`src/rtl/wi_snoop_pkg.sv`:
```
// Package: shared encodings for the write-invalidate snoop controller.
// Assumes nothing beyond the two-bit codes listed here.
package wi_snoop_pkg;

    typedef enum logic [1:0] {
        LN_INV = 2'd0,
        LN_VAL = 2'd1,
        LN_DRT = 2'd2
    } line_st_e;

    typedef enum logic [1:0] {
        BUS_IDLE = 2'd0,
        BUS_RD   = 2'd1,
        BUS_WB   = 2'd2,
        BUS_INV  = 2'd3
    } bus_op_e;

    typedef enum logic [1:0] {
        SNP_RD  = 2'd0,
        SNP_WR  = 2'd1,
        SNP_INV = 2'd2
    } snp_op_e;

endpackage

```
`src/rtl/wi_line_array.sv`:
```
// Tag and state storage, one entry per direct-mapped index.
// Two read ports serve the processor and the snoop lookups.
// The fill port writes a tag and a state; the snoop port writes a state only.
// When both ports write the same index in one cycle, the fill port wins.
module wi_line_array
    import wi_snoop_pkg::*;
#(
    parameter int IDX_W = 3,
    parameter int TAG_W = 9
) (
    input  logic             clk,
    input  logic             rst_n,
    input  logic [IDX_W-1:0] pa_idx,
    output logic [TAG_W-1:0] pa_tag,
    output line_st_e         pa_st,
    input  logic [IDX_W-1:0] sa_idx,
    output logic [TAG_W-1:0] sa_tag,
    output line_st_e         sa_st,
    input  logic             fw_en,
    input  logic [IDX_W-1:0] fw_idx,
    input  logic [TAG_W-1:0] fw_tag,
    input  line_st_e         fw_st,
    input  logic             sw_en,
    input  logic [IDX_W-1:0] sw_idx,
    input  line_st_e         sw_st
);
    localparam int LINES = 1 << IDX_W;

    logic [TAG_W-1:0] tag_v [LINES];
    line_st_e         st_v  [LINES];

    for (genvar i = 0; i < LINES; i++) begin : g_line
        logic [TAG_W-1:0] tag_q;
        line_st_e         st_q;
        logic             fsel;
        logic             ssel;

        assign fsel = fw_en && (fw_idx == IDX_W'(i));
        assign ssel = sw_en && (sw_idx == IDX_W'(i));

        // Update one entry: the fill port first, then the snoop port.
        always_ff @(posedge clk) begin
            if (!rst_n) begin
                tag_q <= '0;
                st_q  <= LN_INV;
            end else if (fsel) begin
                tag_q <= fw_tag;
                st_q  <= fw_st;
            end else if (ssel) begin
                st_q <= sw_st;
            end
        end

        assign tag_v[i] = tag_q;
        assign st_v[i]  = st_q;
    end

    assign pa_tag = tag_v[pa_idx];
    assign pa_st  = st_v[pa_idx];
    assign sa_tag = tag_v[sa_idx];
    assign sa_st  = st_v[sa_idx];

endmodule

```
`src/rtl/wi_snoop_resp.sv`:
```
// Snoop side: decides the new state of a matching line for a foreign
// transaction, and registers the data-supply and memory-update response.
// Assumes the caller presents the stored tag and state of the snooped index.
module wi_snoop_resp
    import wi_snoop_pkg::*;
#(
    parameter int TAG_W = 9
) (
    input  logic             clk,
    input  logic             rst_n,
    input  logic             snp_valid,
    input  snp_op_e          snp_op,
    input  logic [TAG_W-1:0] snp_tag,
    input  logic [TAG_W-1:0] line_tag,
    input  line_st_e         line_st,
    output logic             upd_en,
    output line_st_e         upd_st,
    output logic             supply_q,
    output logic             memupd_q
);
    logic match;
    logic give;

    assign match = snp_valid && (line_st != LN_INV) && (line_tag == snp_tag);

    // Choose the next line state and whether a copy-back answer is owed.
    always_comb begin
        upd_en = 1'b0;
        upd_st = line_st;
        give   = 1'b0;
        if (match) begin
            unique case (snp_op)
                SNP_RD: begin
                    if (line_st == LN_DRT) begin
                        upd_en = 1'b1;
                        upd_st = LN_VAL;
                        give   = 1'b1;
                    end
                end
                SNP_WR: begin
                    upd_en = 1'b1;
                    upd_st = LN_INV;
                    give   = (line_st == LN_DRT);
                end
                SNP_INV: begin
                    upd_en = 1'b1;
                    upd_st = LN_INV;
                end
                default: ;
            endcase
        end
    end

    // Register the one-cycle response pulses.
    always_ff @(posedge clk) begin
        if (!rst_n) begin
            supply_q <= 1'b0;
            memupd_q <= 1'b0;
        end else begin
            supply_q <= give;
            memupd_q <= give;
        end
    end

endmodule

```
`src/rtl/wi_cpu_fsm.sv`:
```
// Processor side: looks up the request, issues write-back, fill or
// invalidate on the bus, and completes the request.
// Assumes the array's processor port is indexed by cpu_addr, which the
// requester holds stable until cpu_done. Requests are not accepted in a
// cycle with a snoop, nor in the cycle that shows a completion.
module wi_cpu_fsm
    import wi_snoop_pkg::*;
#(
    parameter int ADDR_W = 12,
    parameter int IDX_W  = 3
) (
    input  logic              clk,
    input  logic              rst_n,
    input  logic              cpu_req,
    input  logic              cpu_we,
    input  logic [ADDR_W-1:0] cpu_addr,
    input  logic              snp_valid,
    input  logic [ADDR_W-IDX_W-1:0] look_tag,
    input  line_st_e          look_st,
    input  logic              bus_ack,
    output logic              bus_req,
    output bus_op_e           bus_op,
    output logic [ADDR_W-1:0] bus_addr,
    output logic              cpu_done,
    output logic              cpu_hit,
    output logic              fw_en,
    output logic [IDX_W-1:0]  fw_idx,
    output logic [ADDR_W-IDX_W-1:0] fw_tag,
    output line_st_e          fw_st
);
    localparam int TAG_W = ADDR_W - IDX_W;

    typedef enum logic [1:0] {S_IDLE, S_WB, S_FILL, S_INV} fsm_e;

    fsm_e              st_q;
    logic              we_q;
    logic [ADDR_W-1:0] addr_q;
    logic [TAG_W-1:0]  vic_q;
    logic              done_q;
    logic              hit_q;
    logic              accept;
    logic              tag_eq;
    logic              lhit;

    assign accept = (st_q == S_IDLE) && cpu_req && !snp_valid && !done_q;
    assign tag_eq = (look_tag == cpu_addr[ADDR_W-1:IDX_W]);
    assign lhit   = tag_eq && (look_st != LN_INV);

    // Sequence each request through lookup, optional write-back and fill or invalidate.
    always_ff @(posedge clk) begin
        if (!rst_n) begin
            st_q   <= S_IDLE;
            we_q   <= 1'b0;
            addr_q <= '0;
            vic_q  <= '0;
            done_q <= 1'b0;
            hit_q  <= 1'b0;
        end else begin
            done_q <= 1'b0;
            hit_q  <= 1'b0;
            unique case (st_q)
                S_IDLE: begin
                    if (accept) begin
                        we_q   <= cpu_we;
                        addr_q <= cpu_addr;
                        vic_q  <= look_tag;
                        if (!cpu_we && lhit) begin
                            done_q <= 1'b1;
                            hit_q  <= 1'b1;
                        end else if (look_st == LN_DRT && !tag_eq) begin
                            st_q <= S_WB;
                        end else begin
                            st_q <= cpu_we ? S_INV : S_FILL;
                        end
                    end
                end
                S_WB: begin
                    if (bus_ack) st_q <= we_q ? S_INV : S_FILL;
                end
                S_FILL, S_INV: begin
                    if (bus_ack) begin
                        st_q   <= S_IDLE;
                        done_q <= 1'b1;
                    end
                end
                default: st_q <= S_IDLE;
            endcase
        end
    end

    // Drive the bus request from the current state.
    always_comb begin
        bus_req  = 1'b1;
        bus_op   = BUS_IDLE;
        bus_addr = addr_q;
        unique case (st_q)
            S_WB:    begin bus_op = BUS_WB; bus_addr = {vic_q, addr_q[IDX_W-1:0]}; end
            S_FILL:  bus_op = BUS_RD;
            S_INV:   bus_op = BUS_INV;
            default: bus_req = 1'b0;
        endcase
    end

    // Write the new tag and state when the last transaction is acknowledged.
    always_comb begin
        fw_en  = bus_ack && (st_q == S_FILL || st_q == S_INV);
        fw_idx = addr_q[IDX_W-1:0];
        fw_tag = addr_q[ADDR_W-1:IDX_W];
        fw_st  = (st_q == S_INV) ? LN_DRT : LN_VAL;
    end

    assign cpu_done = done_q;
    assign cpu_hit  = hit_q;

endmodule

```
`src/rtl/wi_snoop_ctrl.sv`:
```
// Top: per-cache coherence controller with Invalid/Valid/Dirty lines.
// Joins the line array, the processor sequencer and the snoop responder.
// Assumes bus arbitration presents snoops only while bus_req is low.
module wi_snoop_ctrl
    import wi_snoop_pkg::*;
#(
    parameter int ADDR_W = 12,
    parameter int IDX_W  = 3
) (
    input  logic              clk,
    input  logic              rst_n,
    input  logic              cpu_req,
    input  logic              cpu_we,
    input  logic [ADDR_W-1:0] cpu_addr,
    output logic              cpu_done,
    output logic              cpu_hit,
    output logic              bus_req,
    output logic [1:0]        bus_op,
    output logic [ADDR_W-1:0] bus_addr,
    input  logic              bus_ack,
    input  logic              snp_valid,
    input  logic [1:0]        snp_op,
    input  logic [ADDR_W-1:0] snp_addr,
    output logic              snp_supply,
    output logic              snp_mem_upd
);
    localparam int TAG_W = ADDR_W - IDX_W;

    logic [TAG_W-1:0] pa_tag, sa_tag, fw_tag;
    line_st_e         pa_st, sa_st, fw_st, sw_st;
    logic             fw_en, sw_en;
    logic [IDX_W-1:0] fw_idx;
    bus_op_e          op_e;

    wi_line_array #(.IDX_W(IDX_W), .TAG_W(TAG_W)) u_array (
        .clk    (clk),
        .rst_n  (rst_n),
        .pa_idx (cpu_addr[IDX_W-1:0]),
        .pa_tag (pa_tag),
        .pa_st  (pa_st),
        .sa_idx (snp_addr[IDX_W-1:0]),
        .sa_tag (sa_tag),
        .sa_st  (sa_st),
        .fw_en  (fw_en),
        .fw_idx (fw_idx),
        .fw_tag (fw_tag),
        .fw_st  (fw_st),
        .sw_en  (sw_en),
        .sw_idx (snp_addr[IDX_W-1:0]),
        .sw_st  (sw_st)
    );

    wi_cpu_fsm #(.ADDR_W(ADDR_W), .IDX_W(IDX_W)) u_fsm (
        .clk       (clk),
        .rst_n     (rst_n),
        .cpu_req   (cpu_req),
        .cpu_we    (cpu_we),
        .cpu_addr  (cpu_addr),
        .snp_valid (snp_valid),
        .look_tag  (pa_tag),
        .look_st   (pa_st),
        .bus_ack   (bus_ack),
        .bus_req   (bus_req),
        .bus_op    (op_e),
        .bus_addr  (bus_addr),
        .cpu_done  (cpu_done),
        .cpu_hit   (cpu_hit),
        .fw_en     (fw_en),
        .fw_idx    (fw_idx),
        .fw_tag    (fw_tag),
        .fw_st     (fw_st)
    );

    wi_snoop_resp #(.TAG_W(TAG_W)) u_snoop (
        .clk       (clk),
        .rst_n     (rst_n),
        .snp_valid (snp_valid),
        .snp_op    (snp_op_e'(snp_op)),
        .snp_tag   (snp_addr[ADDR_W-1:IDX_W]),
        .line_tag  (sa_tag),
        .line_st   (sa_st),
        .upd_en    (sw_en),
        .upd_st    (sw_st),
        .supply_q  (snp_supply),
        .memupd_q  (snp_mem_upd)
    );

    assign bus_op = op_e;

endmodule

```
`config.mk`:
```
export PLATFORM = sky130hd
export DESIGN_NAME = wi_snoop_ctrl
export DESIGN_NICKNAME = d
export VERILOG_FILES = /design/src/rtl/wi_snoop_pkg.sv /design/src/rtl/wi_line_array.sv /design/src/rtl/wi_snoop_resp.sv /design/src/rtl/wi_cpu_fsm.sv /design/src/rtl/wi_snoop_ctrl.sv
export SDC_FILE = /design/constraint.sdc
export NUM_CORES = 1
export LEC_CHECK = 0
export BUFFER_PORTS_ARGS = -buffer_cell sky130_fd_sc_hd__buf_2
export CORE_MARGIN = 5
export CORE_UTILIZATION = 45
export CTS_BUF_LIST = sky130_fd_sc_hd__clkbuf_8
export CTS_CLUSTER_SIZE = 28
export DETAILED_ROUTE_END_ITERATION = 10
export PLACE_DENSITY = 0.73
export SETUP_SLACK_MARGIN = 0.2
export SYNTH_ARGS = -nofsm -noshare
export SYNTH_HDL_FRONTEND = slang
export SYNTH_SLANG_ARGS = --single-unit
```
`constraint.sdc`:
```
create_clock -name clk -period 3.86 [get_ports clk]
set_input_delay 0.579 -clock clk [delete_from_list [all_inputs] [get_ports clk]]
set_output_delay 0.579 -clock clk [all_outputs]
set_load 0.01 [all_outputs]
```
# Yosys cells after proc, flatten, opt, wreduce, memory -nomap -nowiden
# Index checks and enable logic that the tools add are counted.
[classes]
n_reduce_logical = 51
magnitude_cmp = 2
eq_ne = 27
bitwise = 2
n_mux = 51
[op_table]
columns = ["cell", "n"]
rows = [
  ["two-way mux 2 bit", 28],
  ["binary-select mux 9 bit (select 3 bit)", 2],
  ["two-way mux 9 bit", 4],
  ["logical AND 1 bit", 25],
  ["equality test 3 bit, second input constant", 8],
  ["nonzero test 2 bit", 10],
  ["equality test 9 bit", 2],
  ["binary-select mux 2 bit (select 3 bit)", 2],
  ["equality test 3 x 2 -> 1 bit, second input constant", 4],
  ["two-way mux 12 bit", 1],
  ["case mux 2 bit (3 select lines)", 2],
  ["equality test 2 bit, second input constant", 5],
  [">= comparator 4 bit, second input constant", 2],
  ["two-way mux 1 bit", 8],
  ["inverter 3 -> 4 bit", 2],
  ["equality test 3 x 1 -> 1 bit, second input constant", 2],
  ["logical NOT 3 bit", 2],
  ["!= test 2 bit, second input constant", 3],
  ["case mux 1 bit (2 select lines)", 3],
  ["AND reduction 2 bit", 3],
  ["equality test 2 x 1 -> 1 bit, second input constant", 2],
  ["logical NOT 1 bit", 4],
  ["logical NOT 2 bit", 2],
  ["case mux 2 bit (2 select lines)", 1],
  ["5 further kinds", 6],
]
[word_totals]
word_cells = 156
out_inout_bits = 19
input_bits = 32
ff_bits = 115

# Longest topological paths before layout
# Gate-level depths: netlist of run 1.
[depth]
word_depth = 11
ltp_mapped = 13
mapped_depth_nobuf = 8

# Cells and area by module
# A second synthesis of run 1 with hierarchy kept.
[hier_totals]
hier_cells = 681
hier_area_um2 = 6567.5
[by_module_without_submodules]
columns = ["mod", "seq_area_each_um2", "cells_each", "instances", "area_each_um2"]
rows = [
  ["wi_line_array", 1761.7, 491, 1, 5042.3],
  ["wi_cpu_fsm", 520.5, 158, 1, 1265.0],
  ["wi_snoop_resp", 20.0, 32, 1, 260.2],
]

# Least setup slack after synthesis of run 1
# Ideal clock, no wire load.
[synth_timing]
kind = "in2reg"
start = "input port snp_addr[0]"
end = "register u_array.g_line[7].st_q[1]"
path_stages = 11
arrival_time_ns = 2.789
slack_ns = 0.991
setup_ns = 0.080
required_time_ns = 3.780
n_path_buf = 4
cell_sequence = "buf_2 > buf_6 > mux4_2 > mux2i_1 > xor2_1 > nand4_1 > or2_1 > buf_6 > buf_8 > o41a_1 > a22oi_1"
[synth_via]
elab_chain_len = 10
elab_cells_between_ends = 23
cone_classes = "eq/ne: 3; mux: 14; bitwise: 1; reduce/logical: 5"
[synth_rtl]
columns = ["item", "line_no", "text"]
rows = [
  ["start: declaration", "wi_snoop_ctrl.sv:23", "input logic [ADDR_W-1:0] snp_addr,"],
  ["inverter 3 -> 4 bit (implied by the code)", "wi_line_array.sv:60, wi_line_array.sv:61", ""],
  ["binary-select mux 2 bit (select 3 bit)", "wi_line_array.sv:61", "assign sa_st = st_v[sa_idx];"],
  ["two-way mux 2 bit (implied by the code) (2 in series)", "wi_line_array.sv:61", ""],
  ["equality test 2 bit / nonzero test 2 bit (equally long branches)", "wi_snoop_resp.sv:34, wi_snoop_resp.sv:24", ""],
  ["two-way mux 2 bit, or another cell as far along", "wi_snoop_resp.sv:34", "if (line_st == LN_DRT) begin"],
  ["case mux 2 bit (2 select lines), or another cell as far along", "wi_snoop_resp.sv:32", "unique case (snp_op)"],
  ["two-way mux 2 bit / two-way mux 1 bit (equally long branches)", "wi_snoop_resp.sv:31", "if (match) begin"],
  ["two-way mux 2 bit / logical AND 1 bit (equally long branches)", "wi_line_array.sv:49, wi_line_array.sv:39", ""],
  ["two-way mux 2 bit / nonzero test 2 bit (equally long branches)", "-", ""],
  ["end signal: assignment", "wi_line_array.sv:48", "st_q <= fw_st;"],
  ["end signal: assignment", "wi_line_array.sv:50", "st_q <= sw_st;"],
  ["end: declaration", "wi_line_array.sv:34", "line_st_e st_q;"],
]
# Parallel ways exist; a longest one is shown, timed or not. The select of a mux whose other input is x is not followed.
# A chain may end at the register's enable or synchronous reset.

# Final worst setup path of run 1
[layout_timing]
start = "input port snp_addr[0]"
end = "register u_array.g_line[3].st_q[0]"
[layout_via]
elab_chain_len = 10
elab_cells_between_ends = 23
cone_classes = "eq/ne: 3; mux: 14; bitwise: 1; reduce/logical: 5"
[layout_rtl]
columns = ["item", "line_no"]
rows = [
  ["inverter 3 -> 4 bit (implied by the code)", "wi_line_array.sv:60, wi_line_array.sv:61"],
  ["binary-select mux 2 bit (select 3 bit)", "wi_line_array.sv:61"],
  ["two-way mux 2 bit (implied by the code) (2 in series)", "wi_line_array.sv:61"],
  ["equality test 2 bit / nonzero test 2 bit (equally long branches)", "wi_snoop_resp.sv:34, wi_snoop_resp.sv:24"],
  ["two-way mux 2 bit, or another cell as far along", "wi_snoop_resp.sv:34"],
  ["case mux 2 bit (2 select lines), or another cell as far along", "wi_snoop_resp.sv:32"],
  ["two-way mux 2 bit / two-way mux 1 bit (equally long branches)", "wi_snoop_resp.sv:31"],
  ["two-way mux 2 bit / logical AND 1 bit (equally long branches)", "wi_line_array.sv:49, wi_line_array.sv:39"],
  ["two-way mux 2 bit / nonzero test 2 bit (equally long branches)", "-"],
  ["end signal: assignment", "wi_line_array.sv:48"],
  ["end signal: assignment", "wi_line_array.sv:50"],
  ["end: declaration", "wi_line_array.sv:34"],
]
# Parallel ways exist; a longest one is shown, timed or not. The select of a mux whose other input is x is not followed.

==> reports/qor.yml, run 1 <==
worst_setup_path:
  path_class: "input pin to flip-flop"
  cp_max_fo: 28
  arrival_ns: 3.49
  start_kind: "input pin"
  end_kind: "flip-flop"
  worstPathRequired_ns: 4.23
pwr:
  leakagePower_nw: 2.704
  pwr_density_cell_nw_per_um2: 397.2
  p_total_mw: 2.955
  peakVddDrop_mv: 0.4782
floorplanning:
  start_util: 0.4598
  rows: 44
  ios: 51
  die_x_microns: 132.1
  dieArea_sq_um: 17450
  fp.dieH_microns: 132.1
  core_area_sq_um: 14590
drt:
  drt_iter0_drc: 662
  avgRoutedWirePerCell_microns: 20.09
  vias: 5858
  firstDrtPassIters: 8
  post_drt_via_cell_ratio: 6.039
  routed_wl_microns: 19490
  drc: 0
  ant_nets: 0
clocking:
  cts_buffers: 17
  cts_resized: 0
  cts_max_path_buffers: 2
  cts.clk_slew.worst_paths_ns: 0.07
  insertion_delay_ns: 0.45
  cts_sinks: 115
  holdBufCountCts: 0
  cts-root-buf: "clkbuf_8"
  post-cts-setup-buffers: 0
  cts_tree: "yes"
  cts_max_level: 4
min_path:
  min-delay-path-class: "input pin to flip-flop"
yosys:
  synth_seq_cells: 115
  synth_edf_count: 0
  syn-num-nets: 802
  ys_seq_area_frac: 0.3432
  synth.distinct_cells: 65
  yosysWarnings: 0
  synth_ff_type: "dfxtp_1"
  syn_avg_cell_area_sq_um: 8.745
  syn-cell-area_sq_um: 6708
  syn_inst: 767
  synth_async_sr_flop_share: 0
job:
  cap_violations: 0
placement:
  io_buffers: 50
  gp_congestion: 0.8987
  dp_hpwl_microns: 13060
  place_area_sq_um: 6955
  dp.cells: 939
  pre_cts_ws_ns: 0.3351
grt:
  grt_pass1_wl_microns: 30730
  grt_pass1_vias: 5547
  grt_antenna_before_repair: 0
  overflow: 0
  grt.total_usage: 0.2219
  grt_max_degree: 116
layout:
  drive_gt1_frac: 0.2023
  finalNonFillerCells: 970
  fin_util: 0.5099
  n_antenna_cell: 0
  num-nets-final: 809
  final_cell_mix: "nand2_1 (204), dfxtp_1 (115), a21boi_0 (86)"
  fin_area_sq_um: 7438
  syn2layout_area_growth_pct: 10.89
  layout_commonest_cell: "nand2_1"
run_status:
  status: "finished, final reports clean"
sta:
  timing_hold_violations_final: 0
  drv_slew: 0
  period_share: 0.8098
  worst_pin_slew_ns: 1.233
  rsz0062_at_grt: "no"
  setup_tns_ns: 0
  setup_ws_ns: 0.7342
  fin_crit_ns: 3.126
  finalSetupViolCount: 0
  slew_headroom: 0.1747
  fmax_mhz: 319.9
  timing.hold.ws_ns: 0.3937
  fin_skew_ns: 0.01039
[registers in the layout, indices dropped and copies added, names as in the netlist]
| name | flops |
|---|---|
| u_array.g_line.st_q | 16 |
| u_snoop.supply_q | 1 |
| u_fsm.addr_q | 12 |
| u_fsm.cpu_hit | 1 |
| u_fsm.st_q | 2 |
| u_fsm.cpu_done | 1 |
| u_fsm.vic_q | 9 |
| u_fsm.we_q | 1 |
| u_array.g_line.tag_q | 72 |
[cell usage after synthesis, types with 7 or more instances]
cell type,n,area [sq um]
a21boi_0,86,645.6
a31oi_1,7,43.79
buf_2,9,45.04
clkbuf_1,55,206.5
dfxtp_1,115,2302
inv_1,7,26.28
mux2_2,27,304.0
mux2i_1,12,120.1
mux4_2,29,653.1
nand2_1,204,765.7
nand2b_1,15,93.84
nor2_1,18,67.56
nor2b_1,7,43.79
o211a_1,7,70.07
o21ai_0,12,60.06
o22ai_1,15,93.84
xnor2_1,11,96.34
[final timing paths]
kind / startpoint / endpoint / slack (ns) / depth (start not counted)
worst min-delay path: cpu_addr[3] / u_fsm.addr_q[3]$_SDFFE_PN0P_ / 0.39 / 3
worst min register to register: u_fsm.we_q$_SDFFE_PN0P_ / u_fsm.we_q$_SDFFE_PN0P_ / 0.48 / 2
worst max register to register: u_array.g_line[7].tag_q[3]$_SDFFE_PN0P_ / u_array.g_line[3].st_q[0]$_SDFFE_PN0P_ / 0.90 / 8
worst max-delay path: snp_addr[0] / u_array.g_line[3].st_q[0]$_SDFFE_PN0P_ / 0.73 / 10
[power breakdown]
part	total (mW)	leakage [nW]	internal [mW]	switching [mW]
logic	0.324	1.53	0.135	0.189
registers	1.25	0.929	1.21	0.0402
clock network	1.38	0.243	0.876	0.503
total	2.95	2.70	2.22	0.732
[cell families (layout without fill, tap and decap cells)]
logic type	Yosys count	count (layout)	share of synthesized area
mux	74	74	0.1707
buf+inv	83	102	0.05764
compound gates	180	180	0.2048
fa+ha+maj	3	3	0.005597
simple gates	296	296	0.1972
flops	115	115	0.3432
xor+xnor	16	16	0.02089
[layout make-up]
class | count | area (sq um)
clock buffer | 20 | 275.3
clock inverter | 11 | 207.7
fill | 1362 | 7151
inverter | 7 | 26.28
multi-input combinational | 569 | 4029
sequential | 115 | 2302
tap | 184 | 230.2
timing repair buffer | 64 | 367.9
[per-layer routing]
metal / track usage / wire length (microns) / up-vias
li1: - / - / 2742
met1: 0.3003 / 8235 / 2814
met2: 0.3341 / 8832 / 252
met3: 0.05840 / 1608 / 50
met4: 0.09657 / 810 / 0
met5: 0 / 0 / -
[worst max-delay path, stage by stage]
cell and delay, ns:
buf_2 0.39, buf_4 0.32, nand2b_1 0.18, o22ai_1 0.20, a221oi_1 0.09, xnor2_1 0.17
nand4_1 0.14, or2_1 0.60, or4_1 0.63, a31oi_1 0.17
No activity file was read; power rests on OpenSTA's default activity.
==> run 2, diff against run 1 <==
PLACE_DENSITY = 0.75   (was 0.73)
clock period = 2.75 ns   (was 3.86 ns; I/O delays follow)
==> reports/qor.yml, run 2 (synthesized netlist as in run 1, its figures left out) <==
worst_setup_path:
  cpPeakStageDelay_ns: 0.45  # -0.18 ns
  start_kind: "flip-flop"
  worstPathRequired_ns: 3.12  # -1.11 ns
  crit_family: "simple AND/OR/NAND/NOR gates"
  path_buf_inv: 1  # -1
  end_kind: "flip-flop"
  ff2ff_setup_slack_ns: 0.18  # -0.72 ns
  arrival_ns: 2.95  # -0.54 ns
  path_class: "flip-flop to flip-flop"
  crit_path_top_delay_cell: "mux4_2"
  cp_max_fo: 7  # -75%
  path_cells: "mux4_2 > mux2i_1 > xor2_1 > and3_1 > nand4_1 > or2_4 > clkbuf_16 > or4_1 > a31oi_1"
placement:
  dp_hpwl_microns: 13800  # +5.7%
  place_area_sq_um: 7357  # +5.8%
  io_buffers: 50  # unchanged
  gp_congestion: 0.8831  # -1.7%
pwr:
  p_sw_frac: 0.2656  # +0.01781
  seqPwrFrac: 0.453  # +0.029
  combPwrFrac: 0.130  # +0.021
  internal_power_mw: 2.851  # +28%
  clkPwrFrac: 0.417  # -0.050
  p_sw_mw: 1.031  # +41%
  leakagePower_nw: 2.958  # +9.4%
  pwr_density_cell_nw_per_um2: 493.4  # +24%
  peakVddDrop_mv: 0.3614  # -24%
clocking:
  cts-root-buf: "clkbuf_8"
  cts_max_path_buffers: 2  # unchanged
  insertion_delay_ns: 0.45  # about the same
  cts.clk_slew.worst_paths_ns: 0.07  # about the same
  cts_sinks: 115  # unchanged
  cts_max_level: 4  # unchanged
  cts_tree: "yes"
  cts_buffers: 17  # unchanged
  holdBufCountCts: 0  # unchanged
floorplanning:
  ios: 51  # unchanged
  rows: 44  # unchanged
  start_util: 0.4598  # unchanged
  fp.dieH_microns: 132.1  # unchanged
  dieArea_sq_um: 17450  # unchanged
  die_x_microns: 132.1  # unchanged
  core_area_sq_um: 14590  # unchanged
run_status:
  status: "finished, final reports clean"
grt:
  grt_max_degree: 67  # -42%
  grt_pass1_wl_microns: 31590  # +2.8%
  grt_antenna_before_repair: 0  # unchanged
  overflow: 0  # unchanged
  grt.total_usage: 0.2278  # +0.005948
  grt_pass1_vias: 5744  # +3.6%
layout:
  n_antenna_cell: 0  # unchanged
  nFillCells: 1290  # -5.3%
  num-nets-final: 855  # +5.7%
  largest_reg_flops: 72  # unchanged
  layout_commonest_cell: "nand2_1"
  reg.largest.list: "u_array.g_line.tag_q: 72 flops, u_array.g_line.st_q: 16 flops, u_fsm.addr_q: 12 flops"
  syn2layout_area_growth_pct: 17.27
  fin_area_sq_um: 7866  # +5.8%
  regMostFlops: "u_array.g_line.tag_q"
  drive_gt1_frac: 0.2668  # +0.06454
  final_cell_mix: "nand2_1 (204), dfxtp_1 (110), a21boi_0 (86)"
sta:
  period_share: 0.9351
  fmax_mhz: 388.9
  fin_crit_ns: 2.572
  timing.hold.ws_ns: 0.2320  # -0.1617 ns
  timing_hold_violations_final: 0  # unchanged
  setup_tns_ns: 0  # unchanged
  rsz0062_at_grt: "yes"
  fin_skew_ns: 0.01162  # +0.001224 ns
  drv_slew: 0  # unchanged
  finalSetupViolCount: 0  # unchanged
  slew_headroom: 0.4335  # +0.2587
  worst_pin_slew_ns: 0.8467  # -0.3867 ns
min_path:
  min-delay-path-class: "input pin to flip-flop"
drt:
  ant_nets: 0  # unchanged
  drc: 0  # unchanged
  vias: 6073  # +3.7%
  avgRoutedWirePerCell_microns: 19.84  # -1.2%
  firstDrtPassIters: 5  # -3
  post_drt_via_cell_ratio: 5.977  # -1.0%
  drt_iter0_drc: 736  # +11%
  routed_wl_microns: 20160  # +3.4%
job:
  cap_violations: 0  # unchanged
-- run 2: worst paths after layout --
path	startpoint	end	cells after the start
max	u_array.g_line[7].tag_q[3]$_SDFFE_PN0P_	u_array.g_line[1].st_q[0]$_SDFFE_PN0P_	9
min	cpu_addr[4]	u_fsm.addr_q[4]$_SDFFE_PN0P_	3
max reg2reg	u_array.g_line[7].tag_q[3]$_SDFFE_PN0P_	u_array.g_line[1].st_q[0]$_SDFFE_PN0P_	9
min reg2reg	u_fsm.we_q$_SDFFE_PN0P_	u_fsm.we_q$_SDFFE_PN0P_	2
-- run 2: timing repair --
action	in CTS	in global routing
endpoints found under the setup margin	0	16
resized for setup	0	11
setup buffers	0	3
-- run 2: per-layer routing --
layer  up-vias  GRT usage  part of all wire
met5         -          0                 0
met2       263     0.3560              0.48
met4         0    0.08629             0.031
met1      2928     0.3064              0.41
met3        45    0.05382             0.083
li1       2837          -                 -
-- run 2: metrics by stage --
stage                     utilization  instances  power [mW]  worst slack (ns)
after global routing           0.5392       1016       4.023            0.1161
after CTS                      0.5317       1011       3.884            0.2289
after detailed placement       0.5043        980       2.290           -0.1528
after floorplan                     -        767       2.115           0.09091
final                          0.5392       1016       3.881            0.1784
after global placement         0.5043        980       2.285           -0.1093
-- run 2: cell type report --
cell class | instances | area, sq um | area share
repair buffers | 110 | 798.3 | 0.1015
clock buffers | 19 | 261.5 | 0.03324
well taps | 184 | 230.2 | 0.02927
multi-input cells | 569 | 4103 | 0.5216
flip-flops and latches | 115 | 2308 | 0.2935
clock inverters | 12 | 138.9 | 0.01766
inverters | 7 | 26.28 | 0.003340
-- run 2: power groups by stage --
stage | clock network, mW | logic [mW] | registers [mW]
after floorplan | 0 | 0.362 | 1.75
after global placement | 0 | 0.490 | 1.80
after detailed placement | 0 | 0.495 | 1.80
after CTS | 1.63 | 0.496 | 1.76
after global routing | 1.71 | 0.546 | 1.77
final | 1.62 | 0.505 | 1.76
-- run 2: worst reg2reg max path: cells and delay by family, from the launching register on --
family          cells  cell delay (ns)
compound gates      1             0.16
xor+xnor            1             0.19
buf+inv             1             0.17
flops               1             0.33
mux                 2             0.62
simple gates        4             1.03
